## config.mk

```make
export PLATFORM = sky130hd
export DESIGN_NAME = scbm_unit
export DESIGN_NICKNAME = d
export VERILOG_FILES = /design/src/rtl/scbm_pkg.sv /design/src/rtl/scbm_rotr.sv /design/src/rtl/scbm_bitops.sv /design/src/rtl/scbm_delay.sv /design/src/rtl/scbm_unit.sv
export SDC_FILE = /design/constraint.sdc
export NUM_CORES = 1
export LEC_CHECK = 0
export BUFFER_PORTS_ARGS = -buffer_cell sky130_fd_sc_hd__buf_2
export CORE_UTILIZATION = 25
export CTS_BUF_LIST = sky130_fd_sc_hd__clkbuf_4
export CTS_CLUSTER_DIAMETER = 80
export CTS_CLUSTER_SIZE = 10
export DETAILED_ROUTE_END_ITERATION = 8
export GPL_TIMING_DRIVEN = 1
export SYNTH_ARGS = -nofsm -noshare
export SYNTH_HDL_FRONTEND = slang
export SYNTH_SLANG_ARGS = --single-unit
```

## constraint.sdc

```tcl
create_clock -name clk_i -period 0.8 [get_ports clk_i]
set_input_delay 0.16 -clock clk_i [delete_from_list [all_inputs] [get_ports clk_i]]
set_output_delay 0.16 -clock clk_i [all_outputs]
set_load 0.1 [all_outputs]
```

## src/rtl/scbm_pkg.sv

```systemverilog
package scbm_pkg;
  localparam int XLEN = 32;
  localparam int SHW  = $clog2(XLEN);

  typedef enum logic [3:0] {
    OP_ROR   = 4'd0,
    OP_ROL   = 4'd1,
    OP_RORI  = 4'd2,
    OP_ANDN  = 4'd3,
    OP_ORN   = 4'd4,
    OP_XNOR  = 4'd5,
    OP_PACK  = 4'd6,
    OP_PACKH = 4'd7,
    OP_BREV8 = 4'd8,
    OP_REV8  = 4'd9,
    OP_ZIP   = 4'd10,
    OP_UNZIP = 4'd11
  } scbm_op_e;
endpackage

```

## src/rtl/scbm_rotr.sv

```systemverilog
// Logarithmic right rotator: one conditional stage per amount bit.
module scbm_rotr #(
  parameter int XLEN = 32,
  parameter int SHW  = 5
) (
  input  logic [XLEN-1:0] din_i,
  input  logic [SHW-1:0]  amt_i,
  output logic [XLEN-1:0] dout_o
);
  logic [XLEN-1:0] lvl [SHW+1];

  assign lvl[0] = din_i;

  for (genvar j = 0; j < SHW; j++) begin : g_lvl
    localparam int SH = 1 << j;
    assign lvl[j+1] = amt_i[j] ? {lvl[j][SH-1:0], lvl[j][XLEN-1:SH]} : lvl[j];
  end

  assign dout_o = lvl[SHW];
endmodule

```

## src/rtl/scbm_bitops.sv

```systemverilog
// Logic, pack and bit-permutation operations (everything except rotates).
module scbm_bitops
  import scbm_pkg::*;
#(
  parameter int XLEN = 32
) (
  input  logic [3:0]      op_i,
  input  logic [XLEN-1:0] a_i,
  input  logic [XLEN-1:0] b_i,
  output logic [XLEN-1:0] res_o
);
  localparam int HALF   = XLEN / 2;
  localparam int NBYTES = XLEN / 8;

  logic [XLEN-1:0] brev_w, rev_w, zip_w, unzip_w;

  for (genvar k = 0; k < NBYTES; k++) begin : g_byte
    for (genvar m = 0; m < 8; m++) begin : g_bit
      assign brev_w[8*k + m] = a_i[8*k + 7 - m];
    end
    assign rev_w[8*k +: 8] = a_i[8*(NBYTES-1-k) +: 8];
  end

  for (genvar i = 0; i < HALF; i++) begin : g_zip
    assign zip_w[2*i]        = a_i[i];
    assign zip_w[2*i + 1]    = a_i[i + HALF];
    assign unzip_w[i]        = a_i[2*i];
    assign unzip_w[i + HALF] = a_i[2*i + 1];
  end

  always_comb begin
    res_o = '0;
    case (op_i)
      OP_ANDN:  res_o = a_i & ~b_i;
      OP_ORN:   res_o = a_i | ~b_i;
      OP_XNOR:  res_o = ~(a_i ^ b_i);
      OP_PACK:  res_o = {b_i[HALF-1:0], a_i[HALF-1:0]};
      OP_PACKH: res_o = {{(XLEN-16){1'b0}}, b_i[7:0], a_i[7:0]};
      OP_BREV8: res_o = brev_w;
      OP_REV8:  res_o = rev_w;
      OP_ZIP:   res_o = zip_w;
      OP_UNZIP: res_o = unzip_w;
      default:  res_o = '0;
    endcase
  end
endmodule

```

## src/rtl/scbm_delay.sv

```systemverilog
// Valid-qualified delay line; data registers load only with their valid.
module scbm_delay #(
  parameter int W     = 32,
  parameter int DEPTH = 3
) (
  input  logic         clk_i,
  input  logic         rst_ni,
  input  logic         vld_i,
  input  logic [W-1:0] dat_i,
  output logic         vld_o,
  output logic [W-1:0] dat_o
);
  if (DEPTH == 0) begin : g_pass
    assign vld_o = vld_i;
    assign dat_o = dat_i;
  end else begin : g_pipe
    logic         vld_q [DEPTH];
    logic [W-1:0] dat_q [DEPTH];
    logic         vld_in [DEPTH];
    logic [W-1:0] dat_in [DEPTH];

    for (genvar s = 0; s < DEPTH; s++) begin : g_stage
      if (s == 0) begin : g_first
        assign vld_in[s] = vld_i;
        assign dat_in[s] = dat_i;
      end else begin : g_next
        assign vld_in[s] = vld_q[s-1];
        assign dat_in[s] = dat_q[s-1];
      end

      always_ff @(posedge clk_i or negedge rst_ni) begin
        if (!rst_ni) vld_q[s] <= 1'b0;
        else         vld_q[s] <= vld_in[s];
      end

      always_ff @(posedge clk_i) begin
        if (vld_in[s]) dat_q[s] <= dat_in[s];
      end
    end

    assign vld_o = vld_q[DEPTH-1];
    assign dat_o = dat_q[DEPTH-1];
  end
endmodule

```

## src/rtl/scbm_unit.sv

```systemverilog
// Top: operand capture, one compute stage, then a delay line to the fixed latency.
module scbm_unit
  import scbm_pkg::*;
#(
  parameter int XLEN        = scbm_pkg::XLEN,
  parameter int PIPE_STAGES = 5,
  localparam int SHW        = $clog2(XLEN)
) (
  input  logic            clk_i,
  input  logic            rst_ni,
  input  logic            in_valid_i,
  input  logic [3:0]      in_op_i,
  input  logic [XLEN-1:0] in_rs1_i,
  input  logic [XLEN-1:0] in_rs2_i,
  input  logic [SHW-1:0]  in_imm_i,
  output logic            out_valid_o,
  output logic [XLEN-1:0] out_result_o
);
  localparam int TAIL = PIPE_STAGES - 2;

  // Reset synchronizer: asynchronous assert, synchronous release.
  logic [1:0] rst_sync_q;
  logic       rst_n_int;

  always_ff @(posedge clk_i or negedge rst_ni) begin
    if (!rst_ni) rst_sync_q <= 2'b00;
    else         rst_sync_q <= {rst_sync_q[0], 1'b1};
  end
  assign rst_n_int = rst_sync_q[1];

  // Stage 1: operand capture.
  logic            s1_valid_q;
  logic [3:0]      s1_op_q;
  logic [XLEN-1:0] s1_a_q, s1_b_q;
  logic [SHW-1:0]  s1_imm_q;

  always_ff @(posedge clk_i or negedge rst_n_int) begin
    if (!rst_n_int) s1_valid_q <= 1'b0;
    else            s1_valid_q <= in_valid_i;
  end

  always_ff @(posedge clk_i) begin
    if (in_valid_i) begin
      s1_op_q  <= in_op_i;
      s1_a_q   <= in_rs1_i;
      s1_b_q   <= in_rs2_i;
      s1_imm_q <= in_imm_i;
    end
  end

  // Compute (next state of stage 2).
  logic [SHW-1:0]  rot_amt;
  logic [XLEN-1:0] rot_res, bit_res, s2_res_d;
  logic            is_rot;

  always_comb begin
    is_rot  = 1'b1;
    rot_amt = s1_b_q[SHW-1:0];
    case (s1_op_q)
      OP_ROR:  rot_amt = s1_b_q[SHW-1:0];
      OP_ROL:  rot_amt = SHW'(0) - s1_b_q[SHW-1:0];
      OP_RORI: rot_amt = s1_imm_q;
      default: is_rot  = 1'b0;
    endcase
  end

  scbm_rotr #(.XLEN(XLEN), .SHW(SHW)) u_rotr (
    .din_i  (s1_a_q),
    .amt_i  (rot_amt),
    .dout_o (rot_res)
  );

  scbm_bitops #(.XLEN(XLEN)) u_bitops (
    .op_i  (s1_op_q),
    .a_i   (s1_a_q),
    .b_i   (s1_b_q),
    .res_o (bit_res)
  );

  assign s2_res_d = is_rot ? rot_res : bit_res;

  // Stage 2 register.
  logic            s2_valid_q;
  logic [XLEN-1:0] s2_res_q;

  always_ff @(posedge clk_i or negedge rst_n_int) begin
    if (!rst_n_int) s2_valid_q <= 1'b0;
    else            s2_valid_q <= s1_valid_q;
  end

  always_ff @(posedge clk_i) begin
    if (s1_valid_q) s2_res_q <= s2_res_d;
  end

  // Remaining stages.
  logic            tail_vld;
  logic [XLEN-1:0] tail_dat;

  scbm_delay #(.W(XLEN), .DEPTH(TAIL)) u_delay (
    .clk_i  (clk_i),
    .rst_ni (rst_n_int),
    .vld_i  (s2_valid_q),
    .dat_i  (s2_res_q),
    .vld_o  (tail_vld),
    .dat_o  (tail_dat)
  );

  assign out_valid_o  = tail_vld;
  assign out_result_o = tail_vld ? tail_dat : '0;
endmodule

```

## Word level (Yosys, flattened, before mapping)

Memories as Yosys holds them, arrays and structs flattened.
Index checks and enable logic that the tools add are counted.

| word-level totals | value |
|---|---|
| flip-flop bits (word level) | 112 |
| bits in writable memories | 96 |
| input bits | 76 |
| output and inout port bits | 33 |
| word-level logic and storage cells | 47 |
| memories kept | 1 |

Memories:

| name | depth | width | rd ports | clocked after memory_dff | write ports | line | source |
|---|---|---|---|---|---|---|---|
| u_delay.g_pipe.dat_q | 3 | 32 | 3 | 0 | 3 | scbm_delay.sv:18 | `logic [W-1:0] dat_q [DEPTH];` |

| operators by class | value |
|---|---|
| $add $sub $neg | 1 |
| equality and inequality tests | 11 |
| mux-type cells | 16 |
| bitwise gates (word level) | 5 |
| reduce and logical (&&, ||, !) cells | 2 |

Operators with widths:

| cell | count |
|---|---|
| 32-bit one-hot mux with 9 select lines | 1 |
| 32-bit two-way mux | 7 |
| 32-bit NOT | 2 |
| 32-bit AND | 1 |
| 32-bit bitwise OR | 1 |
| 32-bit bitwise XOR | 1 |
| 4-bit by 3-bit equality test with 1-bit output (second input constant) | 4 |
| 4-bit equality test (second input constant) | 4 |
| 5-bit one-hot mux with 2 select lines | 1 |
| 4-bit by 2-bit equality test with 1-bit output (second input constant) | 2 |
| 1-bit two-way mux | 7 |
| 1-bit by 5-bit subtractor with 5-bit output (first input constant) | 1 |
| 4-bit by 1-bit equality test with 1-bit output (second input constant) | 1 |
| 4-bit zero test | 1 |
| 3-bit OR reduction | 1 |

## Longest topological paths before layout

Gate-level depths: netlist of the first run.

| depth | value |
|---|---|
| depth after elaboration | 8 |
| mapped depth | 12 |

## Cells and area by module

From an unflattened synthesis of the first run, not the netlist that was laid out.

| second synthesis, totals | value |
|---|---|
| cells, all modules | 913 |
| area total of the unflattened synthesis | 12371.9 um^2 |

Modules (own cells, without submodules):

| module | times used | cells each | area an instance (um^2) | seq. area each (um^2) |
|---|---|---|---|---|
| scbm_unit | 1 | 203 | 4060.1 | 3253.1 |
| scbm_bitops | 1 | 495 | 3404.5 | 0.0 |
| scbm_delay | 1 | 99 | 2957.8 | 2957.8 |
| scbm_rotr | 1 | 116 | 1949.4 | 0.0 |

## Least setup slack after synthesis of the first run

No wires, ideal clock.

| path | value |
|---|---|
| path kind | register -> register |
| from | register s1_b_q[1] |
| to | register s2_res_q[5], data pin |
| library setup time | 0.261 ns |
| data arrival time | 2.589 ns |
| slack | -2.050 ns |
| cell stages (with the launch flop) | 13 |
| buffers on the path | 2 |
| clock period less this slack | 2.850 ns |
| path through | edfxtp_1 > inv_1 > ha_1 > nor4_1 > o21ai_1 > buf_2 > clkbuf_1 > a21oi_1 > a21oi_2 > mux2i_1 > a22oi_1 > o211ai_1 > a221o_1 |

| on the way | value |
|---|---|
| cells in the longest elaborated chain, start to end | 7 |

Ends and longest elaborated chain:

| element | line | source |
|---|---|---|
| start: declaration | scbm_unit.sv:34 | `logic [XLEN-1:0] s1_a_q, s1_b_q;` |
| start signal: assignment | scbm_unit.sv:46 | `s1_b_q <= in_rs2_i;` |
| 1-bit by 5-bit subtractor with 5-bit output | scbm_unit.sv:61 | `OP_ROL: rot_amt = SHW'(0) - s1_b_q[SHW-1:0];` |
| 5-bit one-hot mux with 2 select lines (*) | scbm_unit.sv:59 | `case (s1_op_q)` |
| 32-bit two-way mux (3 in a row) | scbm_rotr.sv:16 | `assign lvl[j+1] = amt_i[j] ? {lvl[j][SH-1:0], lvl[j][XLEN-1:SH]} : lvl[j];` |
| 32-bit two-way mux (*) | scbm_rotr.sv:16 |  |
| 32-bit two-way mux (*) | scbm_unit.sv:80 | `assign s2_res_d = is_rot ? rot_res : bit_res;` |
| named net s2_res_d[5] | scbm_unit.sv:53 | `logic [XLEN-1:0] rot_res, bit_res, s2_res_d;` |
| end signal: assignment | scbm_unit.sv:92 | `if (s1_valid_q) s2_res_q <= s2_res_d;` |
| end: declaration | scbm_unit.sv:84 | `logic [XLEN-1:0] s2_res_q;` |

The timed path passes the listed nets; every way through them passes the cells marked *.
A chain may end at the register's enable or synchronous reset.

## Worst setup path in the final report of the first run

| path | value |
|---|---|
| from | register s1_op_q[3] |
| to | register s2_res_q[20], data pin |

| on the way | value |
|---|---|
| cells in the longest elaborated chain, start to end | 8 |
| elaborated cells on any way between the ends | 22 |
| classes of those cells | eq/ne (11); mux (9); reduce/logical (2) |

Ends and longest elaborated chain:

| element | line | source |
|---|---|---|
| start: declaration | scbm_unit.sv:33 | `logic [3:0] s1_op_q;` |
| start signal: assignment | scbm_unit.sv:44 | `s1_op_q <= in_op_i;` |
| 4-bit by 2-bit equality test with 1-bit output or 4-bit by 1-bit equality test with 1-bit output (tied branches) | scbm_unit.sv:59 |  |
| 5-bit one-hot mux with 2 select lines | scbm_unit.sv:59 |  |
| 32-bit two-way mux (5 in a row) | scbm_rotr.sv:16 |  |
| 32-bit two-way mux (*) | scbm_unit.sv:80 |  |
| named net s2_res_d[20] | scbm_unit.sv:53 |  |

Marks and branches as above.

==> results of run 1 <==
[logic make-up (layout without fill, tap and decap cells)]
logic type,Yosys count,in the layout,synth area share
AOI/OAI and AO/OA,297,299,0.190
xor gates and xnor gates,1,1,0.000792
muxes,54,54,0.0522
and+or+nand+nor,179,179,0.0764
adders and majority gates,65,65,0.0735
buffers and inverters,120,508,0.0449
other,1,3,0.000339
DFF,208,208,0.561
[worst reg2reg max path: stages (launching register included)]
cell	delay [ps]
sky130_fd_sc_hd__edfxtp_1	400
sky130_fd_sc_hd__or4b_4	630
sky130_fd_sc_hd__o221ai_4	210
sky130_fd_sc_hd__nor2_4	130
sky130_fd_sc_hd__clkbuf_16	210
sky130_fd_sc_hd__a21oi_4	200
sky130_fd_sc_hd__mux2i_2	120
sky130_fd_sc_hd__mux2i_1	220
sky130_fd_sc_hd__mux2i_1	140
sky130_fd_sc_hd__a221o_1	370
[power by group through the flow]
stage / logic, mW / registers (mW) / clock network [mW]
final: 10.0 / 13.7 / 6.55
after global routing: 10.6 / 13.9 / 7.35
after CTS: 9.45 / 13.8 / 6.89
after detailed placement: 8.37 / 14.1 / 0
after global placement: 8.33 / 14.1 / 0
after floorplan: 4.62 / 14.0 / 0
[layout by cell type, fill, tap and decap left out, types with 18 or more instances in the layout]
| master | count |
|---|---|
| sky130_fd_sc_hd__edfxtp_1 | 201 |
| sky130_fd_sc_hd__buf_4 | 177 |
| sky130_fd_sc_hd__dlygate4sd3_1 | 76 |
| sky130_fd_sc_hd__buf_2 | 74 |
| sky130_fd_sc_hd__inv_1 | 66 |
| sky130_fd_sc_hd__ha_1 | 65 |
| sky130_fd_sc_hd__nand2_1 | 64 |
| sky130_fd_sc_hd__a22oi_1 | 64 |
| sky130_fd_sc_hd__buf_12 | 63 |
| sky130_fd_sc_hd__o21ai_0 | 43 |
| sky130_fd_sc_hd__clkbuf_4 | 37 |
| sky130_fd_sc_hd__and2_4 | 32 |
| sky130_fd_sc_hd__nor2_1 | 32 |
| sky130_fd_sc_hd__a21oi_1 | 31 |
| sky130_fd_sc_hd__a221o_1 | 28 |
| sky130_fd_sc_hd__a21oi_2 | 25 |
| sky130_fd_sc_hd__a21oi_4 | 23 |
| sky130_fd_sc_hd__a221oi_1 | 23 |
| sky130_fd_sc_hd__mux2i_1 | 22 |
| sky130_fd_sc_hd__mux2i_2 | 18 |
[registers in the layout (all words and copies together), names as in the netlist]
| register | flops |
|---|---|
| s1_valid_q | 1 |
| s1_b_q | 32 |
| s1_a_q | 32 |
| s2_res_q | 32 |
| rst_sync_q | 2 |
| s1_op_q | 4 |
| s1_imm_q | 5 |
| s2_valid_q | 1 |
| u_delay.g_pipe.dat_q | 96 |
| u_delay.vld_o | 1 |
| u_delay.g_pipe.vld_in | 2 |
[per-stage QoR]
step / power (mW) / std cells / TNS [ps]
global route: 31.8 / 1901 / -127560
finish: 30.3 / 1902 / -118140
detailed placement: 22.5 / 1759 / -109680
floorplan: 18.6 / 925 / -94180
CTS: 30.1 / 1893 / -120550
global placement: 22.4 / 1759 / -105270
[routing by layer]
metal	global-route usage	share of wire	vias to the layer above
li1	-	-	4337
met1	0.234	0.43	4511
met2	0.296	0.47	385
met3	0.0313	0.064	76
met4	0.0581	0.034	2
met5	0	0.00033	-
[final cells by class]
type	instances	area share
tap	585	0.0441
timing repair buffer	401	0.236
antenna	2	0.000301
clock buffer	37	0.0167
multi-input combinational	599	0.307
clock inverter	4	0.00588
sequential	208	0.375
inverter	66	0.0149
[repair_timing]
| action | 4_1_cts | 5_1_grt |
|---|---|---|
| cloned | 5 | 2 |
| hold buffers | 76 | 0 |
| setup buffers | 12 | 5 |
| pin swaps | 5 | 10 |
| hold endpoints to repair | 149 | 0 |
| gates resized for setup | 63 | 36 |
| setup endpoints to repair | 197 | 197 |
[worst min path at each step]
| stage | from | endpoint | slack (ps) | cells past startpoint |
|---|---|---|---|---|
| floorplan | rst_ni | rst_sync_q[0]$_DFF_PN0_ | -140 | 0 |
| global placement | rst_ni | rst_sync_q[0]$_DFF_PN0_ | -50 | 1 |
| detailed placement | rst_ni | rst_sync_q[0]$_DFF_PN0_ | -50 | 1 |
| CTS | in_rs1_i[12] | s1_a_q[12]$_DFFE_PP_ | 20 | 2 |
| global route | in_rs2_i[15] | s1_b_q[15]$_DFFE_PP_ | 50 | 2 |
| finish | rst_sync_q[1]$_DFF_PN0_ | s1_valid_q$_DFF_PN0_ | 90 | 0 |
==> results.sh, run 1 <==
export IMPL_critical_path_peak_fanout=8
export IMPL_wire_per_inst_um=21.0
export IMPL_drt_pass1_iter_count=7
export IMPL_final_layout_size_suffix_gt1_frac=0.391
export IMPL_crit_path_frequent_cell="sky130_fd_sc_hd__mux2i_1"
export IMPL_dpl_hpwl_um=29000
export IMPL_n_fill_cell=4215
export IMPL_status="finished with violations"
export IMPL_final_nets=1442
export IMPL_multi_input_area_sq_um=5090
export IMPL_fmax_mhz=341
export IMPL_timing_hold_violations_final=0
export IMPL_dieWidth_um=212
export IMPL_die_y_um=212
export IMPL_timing_critical_path_from_type="register"
export IMPL_numClockSinks=208
export IMPL_vias=9311
export IMPL_flow_area_growth_from_synthesis_pct=50.1
export IMPL_grt_setup_unrepaired="true"
export IMPL_power_net_switching_mw=9.62
export IMPL_max_stage_delay_ps=630
export IMPL_postSynthNetCount=1066
export IMPL_cpMaxStageDelayCell="sky130_fd_sc_hd__or4b_4"
export IMPL_ff2ff_setup_slack_ps=-2130
export IMPL_maxCapViolations=0
export IMPL_floorplan_rows=76
export IMPL_grt_pass1_vias=9360
export IMPL_synthDistinctLibCells=58
export IMPL_layout_cell_area_excl_fill_sq_um=16600
export IMPL_synthTopCellsByCount="sky130_fd_sc_hd__edfxtp_1 (201), sky130_fd_sc_hd__a21oi_1 (76), sky130_fd_sc_hd__inv_1 (66)"
export IMPL_detailed_place_area_sq_um=14600
export IMPL_worstSetupPathDepth=9
export IMPL_power_combinational_fraction=0.331
export IMPL_power_clock_fraction=0.216
export IMPL_p_sw_frac=0.317
export IMPL_synth_top_cell_by_area="sky130_fd_sc_hd__edfxtp_1"
export IMPL_yosys_most_used_dff="sky130_fd_sc_hd__edfxtp_1"
export IMPL_worst_ir_drop_vdd_mv=1.08
export IMPL_clock_latency_ps=760
export IMPL_hold_worst_slack_ps=94.4
export IMPL_final_max_slew_viols=0
export IMPL_critPathTopFamily="compound AO/OA/AOI/OAI gates"
export IMPL_synth_area_top_cells="sky130_fd_sc_hd__edfxtp_1 (55%), sky130_fd_sc_hd__ha_1 (7.4%), sky130_fd_sc_hd__a22oi_1 (4.4%)"
export IMPL_fin_crit_sh=3.67
export IMPL_post_synthesis_sequential_element_count=208
export IMPL_core_area_sq_um=43400
export IMPL_grt_remaining_overflow=0
export IMPL_cts_inserted_buffers=25
export IMPL_dpl_worst_slack_ps=-2130
export IMPL_power_density_cell_area_nw_per_um2=1830
export IMPL_failing_checks="negative setup slack"
export IMPL_crit_buf_inv=1
export IMPL_crit_reg2reg_capture="s2_res_q[20]$_DFFE_PP_"
export IMPL_synth_async_sr_flop_share=0.0337
export IMPL_drt_antenna_violating_nets=0
export IMPL_critical_path_arrival_ps=3390
export IMPL_critical_path_cell_list="or4b_4, o221ai_4, nor2_4, clkbuf_16, a21oi_4, mux2i_2, mux2i_1, mux2i_1, a221o_1"
export IMPL_dominant_cell_by_count_in_the_synthesized_netlist="sky130_fd_sc_hd__edfxtp_1"
export IMPL_layout_area_seq_sq_um=6230
export IMPL_worst_slew_pin_slew_ps=1180
export IMPL_route_detailed_drc=0
export IMPL_syn_area_cell_sq_um=12.0
export IMPL_clockBufferDepth=3
export IMPL_setup_violations=195
export IMPL_io_pins=109
export IMPL_endpoint="s2_res_q[20]$_DFFE_PP_"
export IMPL_synth_enable_flop_cells=201
export IMPL_grt_start_max_net_pins=31
export IMPL_ys_warn_count=0
export IMPL_number_of_cells_on_the_worst_reg_to_reg_path=9
export IMPL_seq_area_frac_synth=0.561
export IMPL_cts_htree_levels=1
export IMPL_cts_reportedPaths_clkPinSlew_ps=120
export IMPL_grt_antenna_before_repair=3
export IMPL_portBuffers=108
export IMPL_timing_clock_skew_ps=86.4
export IMPL_setup_slack_ps=-2130
export IMPL_seq_power_share=0.453
export IMPL_synth_largest_type_area_fraction=0.546
export IMPL_synth_area_sq_um=11100
export IMPL_crit_start="s1_op_q[3]$_DFFE_PP_"
export IMPL_worst_setup_path_type="register to register"
export IMPL_die_area_sq_um=45100
export IMPL_final_util=0.383
export IMPL_grt_use_total=0.178
export IMPL_internal_power_component_mw=20.7
export IMPL_r2r_start="s1_op_q[3]$_DFFE_PP_"
export IMPL_starting_density=0.255
export IMPL_grt_pass1_wl_um=59500
export IMPL_synthCells=925
export IMPL_avgViaCountPerCell=4.90
export IMPL_static_leakage_nw=6.66
export IMPL_worst_endpoint_required_ps=1250
export IMPL_gp_congestion=0.943
export IMPL_period_needed_ps=2930
export IMPL_max_slew_margin_rel=0.209
export IMPL_detail_route_wirelength_um=39900
export IMPL_class_of_the_worst_hold_path="register to async pin"
export IMPL_drtIter0Drc=743
export IMPL_tritoncts_clock_tree="yes"
export IMPL_critical_path_endpoint_type="register"
export IMPL_ctsRootBufferMaster="sky130_fd_sc_hd__clkbuf_4"
Note: power is estimated with default switching activity, not from simulation.
==> run 2: changes to the inputs <==
==> constraint.sdc (replaced) <==
create_clock -name clk_i -period 3 [get_ports clk_i]
set_input_delay 0.6 -clock clk_i [delete_from_list [all_inputs] [get_ports clk_i]]
set_output_delay 0.6 -clock clk_i [all_outputs]
set_load 0.1 [all_outputs]
==> run 2 against run 1 <==
Compared with the run above:
- the flow still finishes with violations (negative setup slack)
- combinational power decreased by 77%
- setup slack improved by 2100 ps
- hold slack got worse by 21 ps
- final area decreased by 11%
- sequential share of layout area increased by 4.7 points
- clock-buffer cell count unchanged
- critical path depth unchanged
- sequential power decreased by 73%
- total power decreased by 75%
- critical endpoint is now s2_res_q[12]$_DFFE_PP_
- largest cell class unchanged
==> results.sh, run 2 (synthesis results as in run 1) <==
export IMPL_status="finished with violations"
export IMPL_failing_checks="negative setup slack"
export IMPL_power_combinational_fraction=0.305
export IMPL_largest_register_ff_count=96
export IMPL_dpl_worst_slack_ps=-254
export IMPL_setup_violations=6
export IMPL_cts_reportedPaths_clkPinSlew_ps=130
export IMPL_n_fill_cell=4390
export IMPL_max_stage_delay_ps=620
export IMPL_die_area_sq_um=45100
export IMPL_worst_endpoint_required_ps=3570
export IMPL_clockBufferDepth=3
export IMPL_drt_pass1_iter_count=5
export IMPL_critical_path_peak_fanout=6
export IMPL_final_layout_size_suffix_gt1_frac=0.298
export IMPL_worst_setup_path_type="register to register"
export IMPL_ctsRootBufferMaster="sky130_fd_sc_hd__clkbuf_4"
export IMPL_power_net_switching_mw=2.52
export IMPL_wire_per_inst_um=20.7
export IMPL_grt_start_max_net_pins=75
export IMPL_critical_path_arrival_ps=3610
export IMPL_grt_pass1_vias=8367
export IMPL_avgViaCountPerCell=5.01
export IMPL_grt_setup_unrepaired="true"
export IMPL_crit_buf_inv=1
export IMPL_route_detailed_drc=0
export IMPL_grt_use_total=0.158
export IMPL_crit_start="s1_op_q[3]$_DFFE_PP_"
export IMPL_fmax_mhz=328
export IMPL_timing_clock_skew_ps=98.8
export IMPL_worst_slew_pin_slew_ps=669
export IMPL_drt_antenna_violating_nets=0
export IMPL_core_area_sq_um=43400
export IMPL_timing_critical_path_from_type="register"
export IMPL_grt_antenna_before_repair=1
export IMPL_grt_remaining_overflow=0
export IMPL_critical_path_cell_list="or4b_4, o221a_2, a21oi_1, a21oi_4, buf_4, mux2i_1, mux2i_1, mux2i_1, a221o_1"
export IMPL_critical_path_endpoint_type="register"
export IMPL_max_slew_margin_rel=0.554
export IMPL_vias=8923
export IMPL_mostFrequentLayoutCells="sky130_fd_sc_hd__edfxtp_1 (201), sky130_fd_sc_hd__buf_2 (107), sky130_fd_sc_hd__buf_4 (82)"
export IMPL_stdcell_count=1781
export IMPL_detail_route_wirelength_um=36800
export IMPL_class_of_the_worst_hold_path="input port to register"
export IMPL_fin_crit_sh=1.01
export IMPL_starting_density=0.255
export IMPL_floorplan_rows=76
export IMPL_seq_power_share=0.494
export IMPL_maxCapViolations=0
export IMPL_clock_latency_ps=790
export IMPL_static_leakage_nw=5.75
export IMPL_cts_inserted_buffers=25
export IMPL_tns_ps=-153
export IMPL_critPathTopFamily="compound AO/OA/AOI/OAI gates"
export IMPL_gp_congestion=0.967
export IMPL_setup_slack_ps=-44.5
export IMPL_final_nets=1321
export IMPL_internal_power_component_mw=5.02
export IMPL_tritoncts_clock_tree="yes"
export IMPL_final_max_slew_viols=0
export IMPL_crit_path_frequent_cell="sky130_fd_sc_hd__mux2i_1"
export IMPL_timing_hold_violations_final=0
export IMPL_power_density_cell_area_nw_per_um2=513
export IMPL_grt_pass1_wl_um=53400
export IMPL_drtIter0Drc=881
export IMPL_flow_area_growth_from_synthesis_pct=33.0
export IMPL_p_sw_frac=0.334
export IMPL_die_y_um=212
export IMPL_placed_cells=1653
export IMPL_r2r_start="s1_op_q[3]$_DFFE_PP_"
export IMPL_worst_ir_drop_vdd_mv=0.323
export IMPL_period_needed_ps=3040
export IMPL_cts_htree_levels=1
export IMPL_numClockSinks=208
export IMPL_dpl_hpwl_um=25400
export IMPL_final_util=0.339
export IMPL_io_pins=109
export IMPL_start_point_of_the_worst_hold_path="in_imm_i[4]"
export IMPL_dieWidth_um=212
export IMPL_register_bank_with_the_most_flops="u_delay.g_pipe.dat_q"
export IMPL_mostFrequentLayoutCell="sky130_fd_sc_hd__edfxtp_1"
export IMPL_power_total_mw=7.54
export IMPL_cpMaxStageDelayCell="sky130_fd_sc_hd__or4b_4"
export IMPL_power_clock_fraction=0.201
export IMPL_portBuffers=108
[run 2: cell count changes in the layout (fill, tap and decap cells not counted), moves of 5 or more]
cell	delta
sky130_fd_sc_hd__buf_4	-95
sky130_fd_sc_hd__buf_12	-54
sky130_fd_sc_hd__buf_2	+33
sky130_fd_sc_hd__and2_1	+32
sky130_fd_sc_hd__and2_4	-32
sky130_fd_sc_hd__dfrtp_1	+5
sky130_fd_sc_hd__dfrtp_4	-5
sky130_fd_sc_hd__dlygate4sd3_1	-5
[run 2: per-stage QoR]
step | cell area (sq um) | hold WS [ps]
floorplan | 11100 | 54.1
global placement | 12900 | 87.3
detailed placement | 12900 | 95.6
CTS | 14000 | 4.29
global route | 14700 | 4.62
finish | 14700 | 73.2
[run 2: power by group through the flow]
stage                     Combinational, mW  Sequential [mW]  Clock, mW
final                                  2.30             3.73       1.52
after global routing                   2.43             3.75       1.71
after CTS                              2.00             3.72       1.61
after detailed placement               1.85             3.78          0
after global placement                 1.84             3.78          0
after floorplan                        1.13             3.73          0
[run 2: layout make-up]
cell class	count	area [sq um]	area share
Tap cell	585	732	0.0497
Clock inverter	4	23.8	0.00162
Inverter	66	248	0.0168
Timing Repair Buffer	279	2200	0.149
Clock buffer	37	278	0.0189
Sequential cell	208	6210	0.422
Antenna cell	2	5.00	0.000340
Multi-Input combinational cell	600	5020	0.341
[run 2: repair_timing]
action	CTS	global route
hold buffers	69	2
buffers inserted	1	7
endpoints found under the hold margin	70	2
resized for setup	37	101
pin swaps	2	29
cloned	1	6
endpoints found under the setup margin	32	32
[run 2: worst paths after layout]
| check | to | slack, ps | cells after the start |
|---|---|---|---|
| worst max-delay path | s2_res_q[12]$_DFFE_PP_ | -40 | 9 |
| worst min-delay path | s1_imm_q[4]$_DFFE_PP_ | 70 | 1 |
| worst max register to register | s2_res_q[12]$_DFFE_PP_ | -40 | 9 |
| worst min register to register | s1_valid_q$_DFF_PN0_ | 90 | 0 |
| max in group asynchronous | rst_sync_q[1]$_DFF_PN0_ | 2690 | 2 |
| min in group asynchronous | s1_valid_q$_DFF_PN0_ | 90 | 0 |
[run 2: metal layers]
metal | up-vias | GRT usage | part of all wire | wire [um]
met1 | 4316 | 0.220 | 0.44 | 16200
met3 | 76 | 0.0384 | 0.092 | 3390
met4 | 0 | 0.0452 | 0.029 | 1070
met5 | - | 0 | 0 | 0
li1 | 4096 | - | - | -
met2 | 435 | 0.240 | 0.44 | 16200
==> run 3: changes to the inputs <==
--- a/config.mk
+++ b/config.mk
@@ -9,9 +9,10 @@
 export CORE_UTILIZATION = 25
 export CTS_BUF_LIST = sky130_fd_sc_hd__clkbuf_4
 export CTS_CLUSTER_DIAMETER = 80
-export CTS_CLUSTER_SIZE = 10
+export CTS_CLUSTER_SIZE = 24
 export DETAILED_ROUTE_END_ITERATION = 8
 export GPL_TIMING_DRIVEN = 1
+export SETUP_SLACK_MARGIN = 0.5
 export SYNTH_ARGS = -nofsm -noshare
 export SYNTH_HDL_FRONTEND = slang
 export SYNTH_SLANG_ARGS = --single-unit
==> run 3 against run 2 <==
Compared with the run above:
- the run still ends with negative setup slack left
- core utilization fell by 0.25 points
- combinational power increased by 2%
- routed wire length decreased by 3.6%
- largest cell class unchanged
- first-iteration DRC count is 17% lower
- fmax up 0.54%
- total power decreased by 3.1%
- non-clock buffer count shrank 36
- final area is 0.75% lower
- setup slack improved by 16 ps
- cell count fell by 3.0%
- via count fell by 3.5%
==> results.sh, run 3 (synthesis results as in run 1) <==
export IMPL_route_detailed_drc=0
export IMPL_fin_crit_sh=1.01
export IMPL_max_slew_margin_rel=0.517
export IMPL_grt_use_total=0.155
export IMPL_number_of_cells_on_the_worst_reg_to_reg_path=10
export IMPL_internal_power_component_mw=4.82
export IMPL_endpoint="s2_res_q[14]$_DFFE_PP_"
export IMPL_placed_cells=1635
export IMPL_worstSetupPathDepth=10
export IMPL_core_area_sq_um=43400
export IMPL_r2r_start="s1_op_q[2]$_DFFE_PP_"
export IMPL_status="finished with violations"
export IMPL_ctsRootBufferMaster="sky130_fd_sc_hd__clkbuf_4"
export IMPL_tritoncts_clock_tree="yes"
export IMPL_drtIter0Drc=727
export IMPL_drt_pass1_iter_count=6
export IMPL_setup_slack_ps=-28.1
export IMPL_crit_buf_inv=2
export IMPL_p_sw_frac=0.341
export IMPL_final_util=0.337
export IMPL_worst_slew_pin_slew_ps=721
export IMPL_power_total_mw=7.31
export IMPL_avgViaCountPerCell=4.98
export IMPL_critical_path_endpoint_type="register"
export IMPL_power_clock_fraction=0.168
export IMPL_register_bank_with_the_most_flops="u_delay.g_pipe.dat_q"
export IMPL_mostFrequentLayoutCells="sky130_fd_sc_hd__edfxtp_1 (201), sky130_fd_sc_hd__buf_4 (94), sky130_fd_sc_hd__buf_2 (75)"
export IMPL_grt_pass1_wl_um=52700
export IMPL_crit_start="s1_op_q[2]$_DFFE_PP_"
export IMPL_vias=8611
export IMPL_timing_critical_path_from_type="register"
export IMPL_static_leakage_nw=5.59
export IMPL_critical_path_peak_fanout=6
export IMPL_grt_remaining_overflow=0
export IMPL_cts_inserted_buffers=14
export IMPL_maxCapViolations=0
export IMPL_io_pins=109
export IMPL_grt_start_max_net_pins=45
export IMPL_final_layout_size_suffix_gt1_frac=0.319
export IMPL_n_fill_cell=4375
export IMPL_final_max_slew_viols=0
export IMPL_flow_area_growth_from_synthesis_pct=32.0
export IMPL_cts_reportedPaths_clkPinSlew_ps=220
export IMPL_grt_setup_unrepaired="true"
export IMPL_portBuffers=108
export IMPL_cts_htree_levels=1
export IMPL_worst_ir_drop_vdd_mv=0.406
export IMPL_gp_congestion=0.971
export IMPL_dpl_worst_slack_ps=-103
export IMPL_starting_density=0.255
export IMPL_detailed_place_area_sq_um=13000
export IMPL_clock_latency_ps=730
export IMPL_class_of_the_worst_hold_path="register to async pin"
export IMPL_timing_clock_skew_ps=114
export IMPL_dpl_hpwl_um=25700
export IMPL_layout_cell_area_excl_fill_sq_um=14600
export IMPL_mostFrequentLayoutCell="sky130_fd_sc_hd__edfxtp_1"
export IMPL_floorplan_rows=76
export IMPL_cpMaxStageDelayCell="sky130_fd_sc_hd__or4b_4"
export IMPL_detail_route_wirelength_um=35500
export IMPL_stdcell_count=1728
export IMPL_die_area_sq_um=45100
export IMPL_power_density_cell_area_nw_per_um2=500
export IMPL_grt_antenna_before_repair=4
export IMPL_final_nets=1273
export IMPL_timing_hold_violations_final=0
export IMPL_max_stage_delay_ps=610
export IMPL_largest_register_ff_count=96
export IMPL_critPathTopFamily="compound AO/OA/AOI/OAI gates"
export IMPL_seq_power_share=0.510
export IMPL_drt_antenna_violating_nets=0
export IMPL_power_net_switching_mw=2.49
export IMPL_power_combinational_fraction=0.322
export IMPL_grt_pass1_vias=8342
export IMPL_period_needed_ps=3030
export IMPL_fmax_mhz=330
export IMPL_clockBufferDepth=3
export IMPL_failing_checks="negative setup slack"
export IMPL_worst_setup_path_type="register to register"
export IMPL_die_y_um=212
export IMPL_worst_endpoint_required_ps=3450
export IMPL_ff2ff_setup_slack_ps=-30
export IMPL_crit_reg2reg_capture="s2_res_q[14]$_DFFE_PP_"
export IMPL_dieWidth_um=212
export IMPL_numClockSinks=208
export IMPL_critical_path_cell_list="or4b_4, o221ai_4, nor2_4, buf_12, a21oi_4, mux2_4, buf_6, o22ai_1, a211o_1, a221o_1"
export IMPL_setup_violations=9
export IMPL_wire_per_inst_um=20.5
export IMPL_critical_path_arrival_ps=3480
run 3: cell types whose count changed in the layout (fill, tap and decap cells not counted), moves of 12 or more:
cell / before / now
sky130_fd_sc_hd__clkbuf_4: 37 / 19
sky130_fd_sc_hd__and2_1: 32 / 2
sky130_fd_sc_hd__dlygate4sd3_1: 71 / 49
sky130_fd_sc_hd__mux2i_2: 20 / 8
sky130_fd_sc_hd__buf_2: 107 / 75
sky130_fd_sc_hd__buf_4: 82 / 94
sky130_fd_sc_hd__and2_2: 0 / 30
sky130_fd_sc_hd__mux2i_4: 2 / 14
run 3: how the worst min path moves through the flow:
stage | from | to | slack [ps] | depth (start not counted)
6_report | rst_sync_q[1]$_DFF_PN0_ | u_delay.g_pipe.vld_in[1]$_DFF_PN0_ | 30 | 0
3_5_place_dp | rst_sync_q[1]$_DFF_PN0_ | s1_valid_q$_DFF_PN0_ | 100 | 0
4_1_cts | in_rs2_i[21] | s1_b_q[21]$_DFFE_PP_ | 6 | 1
3_3_place_gp | rst_sync_q[1]$_DFF_PN0_ | s1_valid_q$_DFF_PN0_ | 100 | 0
2_1_floorplan | rst_sync_q[1]$_DFF_PN0_ | s1_valid_q$_DFF_PN0_ | 50 | 0
5_1_grt | in_rs1_i[27] | s1_a_q[27]$_DFFE_PP_ | 4 | 1
run 3: timing repair:
action                                 4_1_cts  5_1_grt
setup buffers                               13        0
endpoints found under the hold margin       51        0
resized for setup                          110       44
pin swaps                                   12       21
setup endpoints to repair                   65       32
gates cloned                                 2        2
hold buffers                                49        0
run 3: layout make-up:
| class | instances | area, sq um | share of cell area |
|---|---|---|---|
| multi-input combinational | 599 | 5230 | 0.358 |
| tap | 585 | 732 | 0.0501 |
| clock inverter | 5 | 58.8 | 0.00403 |
| inverter | 66 | 248 | 0.0170 |
| timing repair buffer | 243 | 1970 | 0.135 |
| sequential | 208 | 6210 | 0.426 |
| clock buffer | 19 | 143 | 0.00977 |
| antenna | 3 | 7.51 | 0.000514 |
run 3: worst reg2reg max path: cells and delay by family (launching register included):
| family | cells | cell delay (ps) |
|---|---|---|
| buffers and inverters | 2 | 280 |
| and+or+nand+nor | 2 | 750 |
| muxes | 1 | 190 |
| AOI/OAI and AO/OA | 5 | 1080 |
| DFF | 1 | 440 |
run 3: per-stage QoR:
| stage | hold WS [ps] | setup TNS [ps] |
|---|---|---|
| after global placement | 96.2 | -775 |
| after CTS | 5.82 | 0 |
| after detailed placement | 103 | -1020 |
| final | 33.2 | -151 |
| after global routing | 4.17 | -674 |
| after floorplan | 54.1 | 0 |
run 3: power groups by stage:
stage	Sequential [mW]	Combinational, mW	Clock, mW
global route	3.76	2.49	1.39
detailed placement	3.79	1.88	0
global placement	3.78	1.87	0
CTS	3.73	2.17	1.30
finish	3.73	2.35	1.23
floorplan	3.74	1.21	0
run 3: per-layer routing:
metal | up-vias | global-route usage | share of wire | routed length [um]
met3 | 58 | 0.0356 | 0.080 | 2840
met1 | 4179 | 0.213 | 0.44 | 15500
met2 | 387 | 0.247 | 0.46 | 16200
met4 | 0 | 0.0380 | 0.029 | 1030
met5 | - | 0 | 0 | 0
li1 | 3987 | - | - | -
